<file path="src/rtl/irq_router_pkg.sv">
package irq_router_pkg;
  localparam int NUM_LINES = 9;
  localparam int SEL_W     = 4;
  localparam int DATA_W    = 32;
  localparam int SEL_PER_WORD = DATA_W / SEL_W;

  function automatic logic [SEL_W-1:0] reset_sel(input int src);
    int v;
    v = src / SEL_PER_WORD;
    if (v > NUM_LINES - 1) v = NUM_LINES - 1;
    return SEL_W'(v);
  endfunction
endpackage

</file>
<file path="src/rtl/irq_sync.sv">
module irq_sync #(
  parameter int WIDTH = 64
) (
  input  logic             clk,
  input  logic             rst_n,
  input  logic [WIDTH-1:0] async_in,
  output logic [WIDTH-1:0] sync_out
);
  logic [WIDTH-1:0] stage1_q;
  logic [WIDTH-1:0] stage2_q;

  always_ff @(posedge clk or negedge rst_n) begin
    if (!rst_n) begin
      stage1_q <= '0;
      stage2_q <= '0;
    end else begin
      stage1_q <= async_in;
      stage2_q <= stage1_q;
    end
  end

  assign sync_out = stage2_q;
endmodule

</file>
<file path="src/rtl/irq_regs.sv">
module irq_regs
  import irq_router_pkg::*;
#(
  parameter int NUM_SRC = 64,
  parameter int ADDR_W  = 5
) (
  input  logic                     clk,
  input  logic                     rst_n,
  input  logic                     wr_en,
  input  logic                     rd_en,
  input  logic [ADDR_W-1:0]        addr,
  input  logic [DATA_W-1:0]        wdata,
  output logic [DATA_W-1:0]        rdata,
  input  logic [NUM_SRC-1:0]       stat_vec,
  output logic [NUM_SRC-1:0]       mask_vec,
  output logic [NUM_SRC-1:0]       wake_vec,
  output logic [NUM_SRC*SEL_W-1:0] sel_flat
);
  localparam int SEL_WORDS = NUM_SRC / SEL_PER_WORD;
  localparam int BIT_WORDS = NUM_SRC / DATA_W;
  localparam int MASK_BASE = SEL_WORDS;
  localparam int STAT_BASE = MASK_BASE + BIT_WORDS;
  localparam int WAKE_BASE = STAT_BASE + BIT_WORDS;

  logic [NUM_SRC*SEL_W-1:0] sel_q;
  logic [NUM_SRC-1:0]       mask_q;
  logic [NUM_SRC-1:0]       wake_q;
  logic [DATA_W-1:0]        rd_word;

  always_ff @(posedge clk or negedge rst_n) begin
    if (!rst_n) begin
      for (int i = 0; i < NUM_SRC; i++) sel_q[i*SEL_W +: SEL_W] <= reset_sel(i);
      mask_q <= '0;
      wake_q <= '0;
    end else if (wr_en) begin
      for (int w = 0; w < SEL_WORDS; w++)
        if (addr == ADDR_W'(w)) sel_q[w*DATA_W +: DATA_W] <= wdata;
      for (int w = 0; w < BIT_WORDS; w++) begin
        if (addr == ADDR_W'(MASK_BASE + w)) mask_q[w*DATA_W +: DATA_W] <= wdata;
        if (addr == ADDR_W'(WAKE_BASE + w)) wake_q[w*DATA_W +: DATA_W] <= wdata;
      end
    end
  end

  always_comb begin
    rd_word = '0;
    for (int w = 0; w < SEL_WORDS; w++)
      if (addr == ADDR_W'(w)) rd_word = sel_q[w*DATA_W +: DATA_W];
    for (int w = 0; w < BIT_WORDS; w++) begin
      if (addr == ADDR_W'(MASK_BASE + w)) rd_word = mask_q[w*DATA_W +: DATA_W];
      if (addr == ADDR_W'(STAT_BASE + w)) rd_word = stat_vec[w*DATA_W +: DATA_W];
      if (addr == ADDR_W'(WAKE_BASE + w)) rd_word = wake_q[w*DATA_W +: DATA_W];
    end
  end

  always_ff @(posedge clk or negedge rst_n) begin
    if (!rst_n)     rdata <= '0;
    else if (rd_en) rdata <= rd_word;
  end

  assign mask_vec = mask_q;
  assign wake_vec = wake_q;
  assign sel_flat = sel_q;
endmodule

</file>
<file path="src/rtl/irq_route.sv">
module irq_route
  import irq_router_pkg::*;
#(
  parameter int NUM_SRC = 64
) (
  input  logic                     clk,
  input  logic                     rst_n,
  input  logic [NUM_SRC-1:0]       stat_vec,
  input  logic [NUM_SRC-1:0]       mask_vec,
  input  logic [NUM_SRC-1:0]       wake_vec,
  input  logic [NUM_SRC*SEL_W-1:0] sel_flat,
  output logic [NUM_LINES-1:0]     line_q,
  output logic                     wake_q
);
  logic [NUM_LINES-1:0] line_d;

  for (genvar k = 0; k < NUM_LINES; k++) begin : g_line
    logic [NUM_SRC-1:0] hit;
    for (genvar i = 0; i < NUM_SRC; i++) begin : g_src
      assign hit[i] = stat_vec[i] & mask_vec[i] &
                      (sel_flat[i*SEL_W +: SEL_W] == SEL_W'(k));
    end
    assign line_d[k] = |hit;
  end

  always_ff @(posedge clk or negedge rst_n) begin
    if (!rst_n) begin
      line_q <= '0;
      wake_q <= 1'b0;
    end else begin
      line_q <= line_d;
      wake_q <= |(stat_vec & wake_vec);
    end
  end
endmodule

</file>
<file path="src/rtl/irq_router.sv">
module irq_router
  import irq_router_pkg::*;
#(
  parameter int NUM_SRC = 64,
  parameter int ADDR_W  = 5
) (
  input  logic                 clk,
  input  logic                 rst_n,
  input  logic                 wr_en,
  input  logic                 rd_en,
  input  logic [ADDR_W-1:0]    addr,
  input  logic [DATA_W-1:0]    wdata,
  output logic [DATA_W-1:0]    rdata,
  input  logic [NUM_SRC-1:0]   irq_in,
  output logic [NUM_LINES-1:0] irq_line,
  output logic                 wake_req
);
  logic [NUM_SRC-1:0]       stat_vec;
  logic [NUM_SRC-1:0]       mask_vec;
  logic [NUM_SRC-1:0]       wake_vec;
  logic [NUM_SRC*SEL_W-1:0] sel_flat;

  irq_sync #(.WIDTH(NUM_SRC)) u_sync (
    .clk(clk), .rst_n(rst_n), .async_in(irq_in), .sync_out(stat_vec)
  );

  irq_regs #(.NUM_SRC(NUM_SRC), .ADDR_W(ADDR_W)) u_regs (
    .clk(clk), .rst_n(rst_n), .wr_en(wr_en), .rd_en(rd_en), .addr(addr),
    .wdata(wdata), .rdata(rdata), .stat_vec(stat_vec), .mask_vec(mask_vec),
    .wake_vec(wake_vec), .sel_flat(sel_flat)
  );

  irq_route #(.NUM_SRC(NUM_SRC)) u_route (
    .clk(clk), .rst_n(rst_n), .stat_vec(stat_vec), .mask_vec(mask_vec),
    .wake_vec(wake_vec), .sel_flat(sel_flat), .line_q(irq_line), .wake_q(wake_req)
  );
endmodule

</file>
<file path="config.mk">
export PLATFORM = sky130hd
export DESIGN_NAME = irq_router
export DESIGN_NICKNAME = d
export VERILOG_FILES = /design/src/rtl/irq_router_pkg.sv /design/src/rtl/irq_sync.sv /design/src/rtl/irq_regs.sv /design/src/rtl/irq_route.sv /design/src/rtl/irq_router.sv
export SDC_FILE = /design/constraint.sdc
export NUM_CORES = 1
export LEC_CHECK = 0
export ABC_AREA = 1
export BUFFER_PORTS_ARGS = -buffer_cell sky130_fd_sc_hd__buf_2
export CORE_ASPECT_RATIO = 0.6
export CORE_UTILIZATION = 39
export DETAILED_ROUTE_END_ITERATION = 6
export PLACE_DENSITY_LB_ADDON = 0.05
export SLEW_MARGIN = 20
export SYNTH_ARGS = -nofsm -noshare
export SYNTH_HDL_FRONTEND = slang
export SYNTH_SLANG_ARGS = --single-unit
</file>
<file path="constraint.sdc">
create_clock -name clk -period 2.8 [get_ports clk]
set_input_delay 0.14 -clock clk [delete_from_list [all_inputs] [get_ports clk]]
set_output_delay 0.14 -clock clk [all_outputs]
set_load 0.01 [all_outputs]
</file>
* Word level (Yosys, flattened, before mapping)
Index checks and enable logic that the tools add are counted.
** Word-level totals
- Flip-flop bits (word level) :: 554
- Bits in latches :: 0
- RAM bits :: 0
- Bits in read-only memories :: 0
- Input bits :: 105
- Output and inout bits :: 42
- Memories :: 0
** Cells by class
- Add/sub/neg operators :: 0
- Multipliers :: 0
- Div/mod/pow operators :: 0
- Magnitude comparators :: 0
- Equal/unequal tests :: 525
- Shift operators :: 0
- Mux-type cells :: 14
- Bitwise gates (word level) :: 641
- Reduce and logical (&&, ||, !) cells :: 87
** Operators with widths (number)
- $eq A4 B3 Y1 const B :: 256
- $and A1 B1 Y1 :: 640
- $reduce_or A64 Y1 :: 10
- $eq A4 B2 Y1 const B :: 128
- $mux W32 :: 14
- $eq A4 B1 Y1 const B :: 64
- $eq A4 B4 Y1 const B :: 64
- $logic_not A4 Y1 :: 64
- $and A64 B64 Y64 :: 1
- $eq A5 B4 Y1 const B :: 6
- $reduce_and A2 Y1 :: 12
- $eq A5 B3 Y1 const B :: 4
- $eq A5 B2 Y1 const B :: 2
- $eq A5 B1 Y1 const B :: 1
- $logic_not A5 Y1 :: 1

* Logic depth before layout (Yosys ltp)
- Word-level depth :: 15
- Mapped depth :: 15
- Depth with buffers taken out :: 13

* By module
From an unflattened synthesis, not the netlist that was laid out.
** Second synthesis, totals
- Cell total of the unflattened synthesis :: 4569
- Area total of the unflattened synthesis :: 31126.1 um^2
** By module, submodules not included
- irq_regs :: times used 1, cells an instance 2395, area an instance 19225.9 um^2, sequential area each 10530.1 um^2
- irq_route :: times used 1, cells an instance 2046, area an instance 8697.1 um^2, sequential area each 250.2 um^2
- irq_sync :: times used 1, cells an instance 128, area an instance 3203.1 um^2, sequential area each 3203.1 um^2

* Worst setup path after synthesis
Ideal clock, no wire load.
- Kind :: reg2reg
- Start point :: register u_regs.sel_q[228] (netlist: u_regs.sel_flat[228])
- End point :: register u_route.line_q[4]
- Arrival time :: 1.443 ns
- Data required time :: 2.681 ns
- Path slack :: 1.238 ns
- Cell stages (with the launch flop) :: 9
- Path through :: dfstp_2 -> clkbuf_1 -> nor3_1 -> nand3_1 -> nand2_1 -> a2111oi_0 -> nand2_1 -> nor2_1 -> nand2_1
** Between the ends
- Word-level cells in the longest chain between the ends :: 3
** Ends and longest elaborated chain
- from (decl) :: line irq_regs.sv:25 : logic [NUM_SRC*SEL_W-1:0] sel_q;
- from (signal, indexed assignment) :: line irq_regs.sv:37 : if (addr == ADDR_W'(w)) sel_q[w*DATA_W +: DATA_W] <= wdata;
- $eq A4 B3 Y1 :: line irq_route.sv:21 : (sel_flat[i*SEL_W +: SEL_W] == SEL_W'(k));
- $and A1 B1 Y1 :: line irq_route.sv:20 : assign hit[i] = stat_vec[i] & mask_vec[i] &
- $reduce_or A64 Y1 :: line irq_route.sv:23 : assign line_d[k] = |hit;
- net u_route.line_d[4] :: line irq_route.sv:15 : logic [NUM_LINES-1:0] line_d;
- to (signal assigned) :: line irq_route.sv:31 : line_q <= line_d;
- to (decl) :: line irq_route.sv:12 : output logic [NUM_LINES-1:0] line_q,
The timed path passes the listed nets, and every way through them passes these cells.
A chain may end at the register's enable or synchronous reset.

* Final worst setup path
- Start point :: register u_sync.stage2_q[25] (netlist: u_sync.sync_out[25])
- End point :: register u_route.line_q[4]
** Between the ends
- Word-level cells in the longest chain between the ends :: 3
** Ends and longest elaborated chain
- from (decl) :: line irq_sync.sv:10 : logic [WIDTH-1:0] stage2_q;
- from (signal assigned) :: line irq_sync.sv:18 : stage2_q <= stage1_q;
- $and A1 B1 Y1 (2 in series) :: line irq_route.sv:20
- $reduce_or A64 Y1 :: line irq_route.sv:23
- net u_route.line_d[4] :: line irq_route.sv:15
The timed path passes the listed nets, and every way through them passes these cells.

==> results.cfg <==
[run_status]
status = finished with violations
violations = hold timing

[critical_path]
end_kind = register
cp.arrival_ns = 3.14
worst-setup-path-type = register to register
worst_setup_path_start_kind = register
critPathMaxFanout = 3
crit_required_ns = 3.32

[detailed_routing]
drtIter0Drc = 5691
drt-total-wl_um = 162000
first_pass_iters = 7
via_count = 31200
routedWlPerCell_um = 30.5
drt-vias-per-instance = 5.89
detail-route-antenna-nets = 0
drc = 0

[clocking]
cts_inserted_buffers = 54
clock-root-buffer = clkbuf_16
path_clk_slew_ns = 0.07
post_cts_resized = 0
clk_latency_ns = 0.67
post_cts_buffers = 0
clockBufferDepth = 3
cts.htree.levels = 2
cts_tree = built
clock_sinks = 554

[timing]
maxClockFrequency_mhz = 381
hold_slack_ns = -0.000864
hold_viol = 1
fin_crit_sh_pct = 93.6
skew_ns = 0.0396
slew-limit-headroom_pct = 22.8
setup_viol = 0
rsz0062_at_grt = no
max_slew.worst_pin.slew_ns = 1.15
min_period_ns = 2.62
final-max-slew-violation-count = 0
setup_tns_ns = 0

[placed_design]
io_buffers = 146
dp.final_hpwl_um = 131000
gp_congestion = 1.13

[global_route]
antenna_found_initial = 10
grt_pass1_vias = 27500
grt_max_degree = 70
grt_pass1_wl_um = 223000
grt-ovfl-total = 0
track_usage_pct = 41.9

[synth]
ys_seq_area_share_pct = 47.5
syn_nets = 4151
synth_enable_flop_cells = 0
synth.avg_cell_area_um2 = 7.27
ys_warn_count = 0
synth_seq_cells = 554
ys_types = 39
synthesis.area_mm2 = 0.0294
netlist_instances = 4046
synthArstFlopShare_pct = 100
synth_ff_type = dfrtp_1

[floorplanning]
top_level_ports = 147
start_util_pct = 39.7
dieArea_mm2 = 0.0766
rows = 77
die_w_um = 357
core_mm2 = 0.0742
fp.dieH_um = 215

[flow_run]
drv_cap = 0

[cells_and_area]
multiInputGateArea_mm2 = 0.0131
area_delta_synth_final_pct = 17.7
seqCellArea_mm2 = 0.0140
nFillCells = 7549
fin_nets = 4373
drive_above_1_share_pct = 12.1

[power_and_ir_drop]
ir_drop_uv = 487
p_leak_nw = 16.2
power.total_mw = 25.2
powerDensity_mw_per_mm2 = 727

[hold_path]
hold_class = primary input to register
-- worst max-delay path, cell delays in order (launching register included) --
cell and delay [ns]:
dfrtp_1 0.42, nand2_1 0.48, inv_1 0.13, nand2_1 0.11
inv_1 0.09, nand2_1 0.07, nand4_1 0.10, nor4_1 0.36
buf_4 0.20, nand2_1 0.04, nor2_1 0.34, nand2_1 0.15
-- stage by stage --
stage	util [%]	instances	hold WS [ns]	instance area, um^2	setup WS, ns
after global routing	46.7	5301	0.0145	34600	0.239
after CTS	46.7	5301	0.000136	34600	0.430
after floorplan	-	4046	-0.156	29400	1.24
after detailed placement	43.1	5133	0.185	32000	0.282
after global placement	43.1	5133	0.177	32000	0.292
final	46.7	5304	-0.000864	34600	0.178
-- logic make-up (layout without fill, tap and decap cells) --
| group | Yosys count | count (layout) | synth area share, % |
|---|---|---|---|
| AND/OR/NAND/NOR | 2273 | 2273 | 33.2 |
| buffers and inverters | 630 | 898 | 8.17 |
| AO/OA/AOI/OAI | 589 | 589 | 11.1 |
| flip-flops | 554 | 554 | 47.5 |
| other | 0 | 3 | 0 |
-- metal layers --
metal | vias to the layer above | track usage (%) | wire length, um
met5 | - | 0 | 23
met2 | 2107 | 51.0 | 58400
li1 | 13700 | - | -
met1 | 15200 | 66.6 | 74400
met3 | 170 | 17.2 | 25500
met4 | 4 | 8.61 | 3530
-- synth_stat cells (9+ instances only) --
cell       instances  share of area [%]
nand2_1         1259                 16
dfrtp_1          458                 39
inv_1            443                5.7
o21ai_0          366                6.2
nor2_1           306                3.9
nand3_1          298                5.1
nand4_1          165                3.5
clkbuf_1         155                2.0
nor3_1           148                2.5
dfstp_2           96                8.6
a21oi_1           71                1.2
nor4_1            50                1.1
o21ai_1           49               0.83
o22ai_1           23               0.49
buf_2             20               0.34
o2111ai_1         20               0.60
a22o_1            17               0.51
or2_2             14               0.30
a32o_1            13               0.44
o31ai_1           13               0.33
or2_0              9               0.19
-- path summary, 6_finish.rpt --
| kind | from | to | slack, ns | cells past startpoint |
|---|---|---|---|---|
| max | u_sync.sync_out[25] | u_route.line_q[4] | 0.18 | 11 |
| min | wdata[29] | u_regs.sel_flat[29] | -0.0009 | 3 |
| max reg2reg | u_sync.sync_out[25] | u_route.line_q[4] | 0.18 | 11 |
| min reg2reg | u_sync.stage1_q[8] | u_sync.sync_out[8] | 0.34 | 0 |
| max in group asynchronous | rst_n | u_regs.sel_flat[96] | 1.82 | 3 |
| min in group asynchronous | rst_n | u_regs.sel_flat[30] | 0.07 | 2 |
-- report_power, final --
part	switching [mW]	leakage [nW]	internal, mW	total, mW
clock network	3.56	0.968	4.76	8.32
logic	3.87	8.49	1.56	5.43
registers	1.97	6.77	9.44	11.4
-- area by class of cell --
class | count | share of cell area (%)
antenna | 3 | 0.0217
tap | 987 | 3.57
sequential | 554 | 40.4
timing repair buffer | 348 | 7.57
inverter | 448 | 4.86
clock inverter | 34 | 1.45
clock buffer | 68 | 4.32
multi-input combinational | 2862 | 37.8
-- timing repair --
item	in CTS	in global routing
hold buffers	66	0
endpoints found under the hold margin	223	0
setup endpoints to repair	0	0
-- registers in the layout, indices dropped and copies added, names as in the netlist --
signal and count:
u_regs.sel_flat 256, u_regs.mask_vec 64, u_regs.wake_vec 64, u_sync.stage1_q 64, u_sync.sync_out 64, u_regs.rdata 32, u_route.line_q 9, u_route.wake_q 1
-- placed cells by master, fill, tap and decap left out, types with 5 or more instances in the layout --
| cell type | synthesis | routed |
|---|---|---|
| a21oi_1 | 71 | 71 |
| a221oi_1 | 8 | 8 |
| a22o_1 | 17 | 17 |
| a32o_1 | 13 | 13 |
| buf_12 | 0 | 16 |
| buf_2 | 20 | 145 |
| buf_4 | 4 | 120 |
| bufinv_16 | 0 | 10 |
| clkbuf_1 | 155 | 6 |
| clkbuf_16 | 0 | 55 |
| clkbuf_8 | 0 | 7 |
| clkinv_2 | 0 | 12 |
| clkinvlp_4 | 0 | 5 |
| dfrtp_1 | 458 | 458 |
| dfstp_2 | 96 | 96 |
| dlygate4sd3_1 | 0 | 66 |
| inv_1 | 443 | 443 |
| inv_2 | 5 | 5 |
| nand2_1 | 1259 | 1252 |
| nand2_2 | 5 | 12 |
| nand3_1 | 298 | 296 |
| nand4_1 | 165 | 165 |
| nor2_1 | 306 | 302 |
| nor2_2 | 8 | 9 |
| nor2_4 | 2 | 5 |
| nor3_1 | 148 | 148 |
| nor4_1 | 50 | 50 |
| o2111ai_1 | 20 | 20 |
| o21ai_0 | 366 | 366 |
| o21ai_1 | 49 | 49 |
| o22ai_1 | 23 | 23 |
| o31ai_1 | 13 | 11 |
| or2_0 | 9 | 9 |
| or2_2 | 14 | 14 |
(Power assumes the default switching activity.)
